**src/rtl/txclk_failover_pkg.sv**
```systemverilog
package txclk_failover_pkg;

  typedef enum logic {
    SW_DIRECT = 1'b0,
    SW_OSC    = 1'b1
  } sw_mode_e;

  // Saturating idle counter step
  function automatic logic [15:0] idle_step(input logic [15:0] cnt, input logic [15:0] lim);
    return (cnt >= lim) ? cnt : cnt + 16'd1;
  endfunction

  // An interval is good if the edge came before the counter reached the limit
  function automatic logic interval_good(input logic [15:0] cnt, input logic [15:0] lim);
    return cnt < lim;
  endfunction

  // True when one more good interval completes the recovery run
  function automatic logic run_done(input logic [7:0] good, input logic [7:0] need);
    return (good + 8'd1) >= need;
  endfunction

endpackage

```
**src/rtl/clk_edge_sync.sv**
```systemverilog
module clk_edge_sync #(
  parameter int STAGES = 2
) (
  input  logic clk,
  input  logic rst_n,
  input  logic sig_in,
  output logic rise
);
  logic [STAGES-1:0] chain;
  logic              last_q;

  genvar g;
  generate
    for (g = 0; g < STAGES; g++) begin : g_stage
      if (g == 0) begin : g_first
        always_ff @(posedge clk) begin
          if (!rst_n) chain[0] <= 1'b0;
          else        chain[0] <= sig_in;
        end
      end else begin : g_next
        always_ff @(posedge clk) begin
          if (!rst_n) chain[g] <= 1'b0;
          else        chain[g] <= chain[g-1];
        end
      end
    end
  endgenerate

  always_ff @(posedge clk) begin
    if (!rst_n) last_q <= 1'b0;
    else        last_q <= chain[STAGES-1];
  end

  assign rise = chain[STAGES-1] & ~last_q;
endmodule

```
**src/rtl/clk_loss_monitor.sv**
```systemverilog
module clk_loss_monitor
  import txclk_failover_pkg::*;
#(
  parameter int CNT_W  = 8,
  parameter int REC_W  = 3,
  parameter int STAGES = 2
) (
  input  logic             clk,
  input  logic             rst_n,
  input  logic             sig_in,
  input  logic [CNT_W-1:0] limit,
  input  logic [REC_W-1:0] need,
  output logic             lost,
  output logic             edge_seen
);
  logic [CNT_W-1:0] idle_q;
  logic [REC_W-1:0] good_q;
  logic             lost_q;
  logic             tmo_hit;
  logic             ivl_ok;
  logic             run_full;
  logic [15:0]      idle_nx;

  clk_edge_sync #(.STAGES(STAGES)) u_sync (
    .clk   (clk),
    .rst_n (rst_n),
    .sig_in(sig_in),
    .rise  (edge_seen)
  );

  assign idle_nx  = idle_step(16'(idle_q), 16'(limit));
  assign tmo_hit  = !edge_seen && (idle_q >= limit);
  assign ivl_ok   = interval_good(16'(idle_q), 16'(limit));
  assign run_full = run_done(8'(good_q), 8'(need));

  always_ff @(posedge clk) begin
    if (!rst_n)         idle_q <= '0;
    else if (edge_seen) idle_q <= '0;
    else                idle_q <= idle_nx[CNT_W-1:0];
  end

  always_ff @(posedge clk) begin
    if (!rst_n) begin
      lost_q <= 1'b0;
      good_q <= '0;
    end else if (!lost_q) begin
      good_q <= '0;
      if (tmo_hit) lost_q <= 1'b1;
    end else if (edge_seen) begin
      if (!ivl_ok) begin
        good_q <= '0;
      end else if (run_full) begin
        lost_q <= 1'b0;
        good_q <= '0;
      end else begin
        good_q <= good_q + 1'b1;
      end
    end
  end

  assign lost = lost_q;


  lost_holds_chk: assert property (@(posedge clk) disable iff (!rst_n)
    (lost_q && !edge_seen) |=> lost_q);


  no_early_loss_chk: assert property (@(posedge clk) disable iff (!rst_n)
    $rose(lost_q) |-> !$past(edge_seen));
endmodule

```
**src/rtl/src_select.sv**
```systemverilog
module src_select
  import txclk_failover_pkg::*;
(
  input  logic clk,
  input  logic rst_n,
  input  logic pri_lost,
  input  logic auto_en,
  input  logic mode,
  input  logic buf_active,
  input  logic rate_top,
  output logic out_sel,
  output logic ref_sel,
  output logic out_chg,
  output logic ref_chg
);
  sw_mode_e mode_e;
  logic     want_fb;
  logic     out_d;
  logic     ref_d;
  logic     out_q;
  logic     ref_q;

  assign mode_e  = sw_mode_e'(mode);
  assign want_fb = auto_en && buf_active && pri_lost;
  assign out_d   = want_fb && (mode_e == SW_DIRECT) && rate_top;
  assign ref_d   = want_fb && (mode_e == SW_OSC);

  always_ff @(posedge clk) begin
    if (!rst_n) begin
      out_q <= 1'b0;
      ref_q <= 1'b0;
    end else begin
      out_q <= out_d;
      ref_q <= ref_d;
    end
  end

  assign out_chg = out_d ^ out_q;
  assign ref_chg = ref_d ^ ref_q;
  assign out_sel = out_q;
  assign ref_sel = ref_q;


  forced_primary_chk: assert property (@(posedge clk) disable iff (!rst_n)
    !auto_en |=> (!out_q && !ref_q));


  one_path_chk: assert property (@(posedge clk) disable iff (!rst_n)
    !(out_q && ref_q));


  buf_gate_chk: assert property (@(posedge clk) disable iff (!rst_n)
    !buf_active |=> (!out_q && !ref_q));
endmodule

```
**src/rtl/evt_irq.sv**
```systemverilog
module evt_irq #(
  parameter int N_EVT = 2
) (
  input  logic             clk,
  input  logic             rst_n,
  input  logic [N_EVT-1:0] set_evt,
  input  logic [N_EVT-1:0] clr_evt,
  input  logic [N_EVT-1:0] mask,
  output logic [N_EVT-1:0] status,
  output logic             irq
);
  logic [N_EVT-1:0] stat_q;

  genvar i;
  generate
    for (i = 0; i < N_EVT; i++) begin : g_bit
      always_ff @(posedge clk) begin
        if (!rst_n) stat_q[i] <= 1'b0;
        else        stat_q[i] <= set_evt[i] | (stat_q[i] & ~clr_evt[i]);
      end


      sticky_bit_chk: assert property (@(posedge clk) disable iff (!rst_n)
        (stat_q[i] && !clr_evt[i]) |=> stat_q[i]);


      set_cause_chk: assert property (@(posedge clk) disable iff (!rst_n)
        $rose(stat_q[i]) |-> $past(set_evt[i]));
    end
  endgenerate

  assign status = stat_q;
  assign irq    = |(stat_q & ~mask);
endmodule

```
**src/rtl/txclk_failover.sv**
```systemverilog
module txclk_failover
  import txclk_failover_pkg::*;
#(
  parameter int CNT_W  = 8,
  parameter int REC_W  = 3,
  parameter int STAGES = 2
) (
  input  logic             clk,
  input  logic             rst_n,
  input  logic             pri_clk_in,
  input  logic             sys_clk_in,
  input  logic [CNT_W-1:0] loss_limit,
  input  logic [REC_W-1:0] recover_edges,
  input  logic             auto_en,
  input  logic             mode,
  input  logic             buf_active,
  input  logic             rate_top,
  input  logic [1:0]       irq_mask,
  input  logic [1:0]       evt_clr,
  output logic             out_sel,
  output logic             ref_sel,
  output logic             pri_lost,
  output logic             sys_lost,
  output logic [1:0]       evt_status,
  output logic             irq
);
  localparam int N_EVT = 2;

  logic pri_edge;
  logic sys_edge;
  logic out_chg;
  logic ref_chg;
  logic [N_EVT-1:0] sw_set;

  clk_loss_monitor #(.CNT_W(CNT_W), .REC_W(REC_W), .STAGES(STAGES)) u_pri_mon (
    .clk      (clk),
    .rst_n    (rst_n),
    .sig_in   (pri_clk_in),
    .limit    (loss_limit),
    .need     (recover_edges),
    .lost     (pri_lost),
    .edge_seen(pri_edge)
  );

  clk_loss_monitor #(.CNT_W(CNT_W), .REC_W(REC_W), .STAGES(STAGES)) u_sys_mon (
    .clk      (clk),
    .rst_n    (rst_n),
    .sig_in   (sys_clk_in),
    .limit    (loss_limit),
    .need     (recover_edges),
    .lost     (sys_lost),
    .edge_seen(sys_edge)
  );

  src_select u_sel (
    .clk       (clk),
    .rst_n     (rst_n),
    .pri_lost  (pri_lost),
    .auto_en   (auto_en),
    .mode      (mode),
    .buf_active(buf_active),
    .rate_top  (rate_top),
    .out_sel   (out_sel),
    .ref_sel   (ref_sel),
    .out_chg   (out_chg),
    .ref_chg   (ref_chg)
  );

  assign sw_set = {ref_chg, out_chg};

  evt_irq #(.N_EVT(N_EVT)) u_evt (
    .clk    (clk),
    .rst_n  (rst_n),
    .set_evt(sw_set),
    .clr_evt(evt_clr),
    .mask   (irq_mask),
    .status (evt_status),
    .irq    (irq)
  );


  out_event_chk: assert property (@(posedge clk) disable iff (!rst_n)
    (out_sel != $past(out_sel)) |-> evt_status[0]);


  ref_event_chk: assert property (@(posedge clk) disable iff (!rst_n)
    (ref_sel != $past(ref_sel)) |-> evt_status[1]);


  revert_chk: assert property (@(posedge clk) disable iff (!rst_n)
    $fell(pri_lost) |=> (!out_sel && !ref_sel));
endmodule

```
**config.mk**
```make
export PLATFORM = sky130hd
export DESIGN_NAME = txclk_failover
export DESIGN_NICKNAME = d
export VERILOG_FILES = /design/src/rtl/txclk_failover_pkg.sv /design/src/rtl/clk_edge_sync.sv /design/src/rtl/clk_loss_monitor.sv /design/src/rtl/src_select.sv /design/src/rtl/evt_irq.sv /design/src/rtl/txclk_failover.sv
export SDC_FILE = /design/constraint.sdc
export NUM_CORES = 1
export LEC_CHECK = 0
export BUFFER_PORTS_ARGS = -buffer_cell sky130_fd_sc_hd__buf_2
export CAP_MARGIN = 20
export CORE_MARGIN = 2
export CORE_UTILIZATION = 39
export CTS_CLUSTER_SIZE = 12
export DETAILED_ROUTE_END_ITERATION = 8
export GPL_ROUTABILITY_DRIVEN = 0
export PLACE_DENSITY = 0.65
export RECOVER_POWER = 25
export SETUP_SLACK_MARGIN = 0.1
export SLEW_MARGIN = 20
export SYNTH_ARGS = -nofsm -noshare
export SYNTH_HDL_FRONTEND = slang
export SYNTH_SLANG_ARGS = --single-unit
```
**constraint.sdc**
```tcl
create_clock -name clk -period 1.8 [get_ports clk]
set_input_delay 0.18 -clock clk [delete_from_list [all_inputs] [get_ports clk]]
set_output_delay 0.18 -clock clk [all_outputs]
set_load 0.01 [all_outputs]
```
==> impl_metrics.yaml <==
synth:
  synth_ff_type: "dfxtp_1"
  synth_nets: 270
  async_reset_ff_frac: 0
  synth_cell_types: 40
  ys_seq_elements: 34
  synth-edff-count: 0
  synth_warnings: 0
  ys_seq_area_frac: 0.349
  syn_area_sq_um: 1950
  netlist_instances: 221
  syn_area_per_cell_sq_um: 8.82
setup_path:
  max_stage_delay_ns: 0.36
  worst_path_max_delay_cell: "dfxtp_4"
  critPathKind: "reg2reg"
  worstPathCellList: "ha_4 > nor2b_4 > or2_4 > ha_4 > a31oi_4 > o21ai_2 > nor4b_4 > mux2_4"
  worstPathArrival_ns: 2.06
  cp-start-kind: "register"
  crit_top_cell: "ha_4"
  crit_required_ns: 2.03
  crit_fanout: 3
  cp-end-kind: "register"
sta:
  worstMarginPinSlew_ns: 0.358
  final.setup.tns_ns: -0.0425
  maxSlewViolCount: 0
  slew_headroom: 0.761
  rsz0062_at_grt: "true"
  skew_ns: 0.00516
  setup_viol: 2
  hold_viol_final: 0
  period_share: 1.01
  fin_crit_ns: 1.82
  postLayoutSetupSlackWorst_ns: -0.0241
  fmax_mhz: 548
  worst_hold_slack_ns: 0.0960
cts:
  htree_num_levels: 2
  clkTransAtPathRegs_ns: 0.08
  cts-root-buf: "clkbuf_8"
  cts_hold_buffers: 0
  cts_tree: "built"
  cts_buffers: 5
  clock_sinks: 34
  insertion_delay_ns: 0.29
  cts_buffer_depth: 2
finish:
  drive_gt1_frac: 0.483
  final_cell_area_sq_um: 3010
  diodes: 0
  nFillCells: 384
  areaGrowthSynthToFinish_pct: 54.7
  fin_util: 0.634
  finalNetCount: 334
drt:
  drc: 0
  route.vias.total: 1748
  wl_microns: 4520
  ant_nets: 0
  first_pass_iters: 6
  vias_per_cell: 4.95
  drt_first_iter_violations: 77
  detail_route.wl_per_cell_microns: 12.8
global_route:
  grt_pass1_vias: 1652
  grt_pass1_wl_microns: 7110
  grt_max_degree: 16
  antenna_found_initial: 0
  grt_overflow: 0
  grtUsageTotal: 0.168
pwr:
  swShare: 0.258
  p_int_mw: 1.25
  p_seq_frac: 0.463
  power_frac_clock: 0.391
  p_sw_mw: 0.435
  vdd_ir_drop_max_uv: 517
  leakagePower_nw: 1.23
  comb_power_share: 0.146
  power_density_nw_per_um2: 559
placement:
  placed_area_sq_um: 2460
  hpwl_microns: 3200
  dp_slack_ns: -0.162
  io_buffer_count: 29
outcome:
  violations: "negative setup slack"
  status: "complete, but fails checks"
die:
  start_util: 0.410
  io_pins: 30
  coreArea_sq_um: 4750
  rows: 25
  die_w_microns: 74.7
  die_area_sq_um: 5580
  die_h_microns: 74.7
worst_hold_path:
  min_path_type: "in2reg"
run:
  drv_cap: 0
[synthesized netlist by cell type, types with 3 or more instances]
cell type / count / area share
dfxtp_1: 34 / 0.35
ha_1: 26 / 0.17
nor2_1: 19 / 0.037
nand2_1: 16 / 0.031
inv_1: 15 / 0.029
xnor2_1: 14 / 0.063
a21oi_1: 12 / 0.031
and2_1: 9 / 0.029
nand3_1: 8 / 0.021
nor3_1: 7 / 0.018
o21ai_0: 6 / 0.015
and3_1: 5 / 0.016
nand2b_1: 5 / 0.016
nand4_1: 5 / 0.016
nor2b_1: 5 / 0.016
nor3b_1: 3 / 0.012
o22ai_1: 3 / 0.0096
[worst max-delay path, delay by kind of cell, from the launching register on]
kind | cells | cell delay, ns
and+or+nand+nor | 3 | 0.68
muxes | 1 | 0.19
DFF | 1 | 0.36
AOI/OAI and AO/OA | 2 | 0.24
adders and majority gates | 2 | 0.31
[state kept, by name (all words and copies together) (netlist names), 2 cells and up]
register / flops
u_evt.status: 2
u_pri_mon.good_q: 3
u_pri_mon.idle_q: 8
u_pri_mon.u_sync.chain: 2
u_sys_mon.good_q: 3
u_sys_mon.idle_q: 8
u_sys_mon.u_sync.chain: 2
[metal layers]
layer / up-vias / global-route usage / wire (microns)
met5: - / 0 / 0
li1: 896 / - / -
met4: 0 / 0.0476 / 53
met3: 6 / 0.0442 / 149
met2: 28 / 0.306 / 2350
met1: 818 / 0.194 / 1980
[stage by stage]
step	cells	power [mW]
detailed placement	339	1.01
floorplan	221	0.927
finish	353	1.69
global route	353	1.76
global placement	339	1.00
CTS	352	1.68
[layout make-up]
type | count | area, sq um | area share
Sequential cell | 34 | 701 | 0.232
Inverter | 15 | 56.3 | 0.0187
Multi-Input combinational cell | 170 | 1680 | 0.558
Tap cell | 67 | 83.8 | 0.0278
Clock buffer | 6 | 93.8 | 0.0311
Timing Repair Buffer | 59 | 384 | 0.127
Clock inverter | 2 | 13.8 | 0.00457
[path summary, 6_finish.rpt]
kind / end / slack [ns] / from / cells past startpoint
hold / removal: u_sys_mon.u_sync.chain[0] / 0.1 / sys_clk_in / 2
setup reg to reg: u_sys_mon.good_q[0] / -0.02 / u_sys_mon.good_q[0] / 8
setup / recovery: u_sys_mon.good_q[0] / -0.02 / u_sys_mon.good_q[0] / 8
hold reg to reg: u_pri_mon.u_sync.chain[1] / 0.44 / u_pri_mon.u_sync.chain[0] / 1
[layout by cell type, fill, tap and decap left out, drive strengths merged, types with 2 or more instances in the layout]
cell    synthesis  final
a21o            2      2
a22o            2      2
and3            5      5
nand4           5      5
nand2          16     16
a211oi          2      2
o211ai          2      2
nor3b           3      3
or3             2      2
dfxtp          34     34
o21ai           8      8
nand2b          5      5
ha             26     26
nand3           8      8
inv            15     16
clkbuf          2      7
or2             2      2
o22ai           3      3
buf             0     58
a31oi           3      3
nor2           19     19
a21oi          13     13
xnor2          14     14
nor2b           6      6
and2            9      9
nor3            7      7
nor4b           2      2
[logic make-up after synthesis]
| kind of cell | share of synthesized area |
|---|---|
| AND/OR/NAND/NOR | 0.254 |
| AO/OA/AOI/OAI | 0.123 |
| flip-flops | 0.349 |
| adder cells (fa/ha/maj) | 0.167 |
| buffers and inverters | 0.0334 |
| XOR/XNOR | 0.0674 |
| multiplexers | 0.00578 |
[power groups by stage]
| stage | combinational [mW] | clock, mW | sequential [mW] |
|---|---|---|---|
| final | 0.246 | 0.659 | 0.779 |
| after CTS | 0.220 | 0.676 | 0.781 |
| after global routing | 0.270 | 0.713 | 0.782 |
| after floorplan | 0.123 | 0 | 0.803 |
| after detailed placement | 0.206 | 0 | 0.799 |
| after global placement | 0.201 | 0 | 0.799 |
[timing repair]
action / 4_1_cts / 5_1_grt
setup endpoints to repair: 22 / 24
gates resized for setup: 23 / 47
cloned: 0 / 0
setup buffers: 5 / 1
pin swaps: 18 / 27
(Power assumes the default switching activity.)
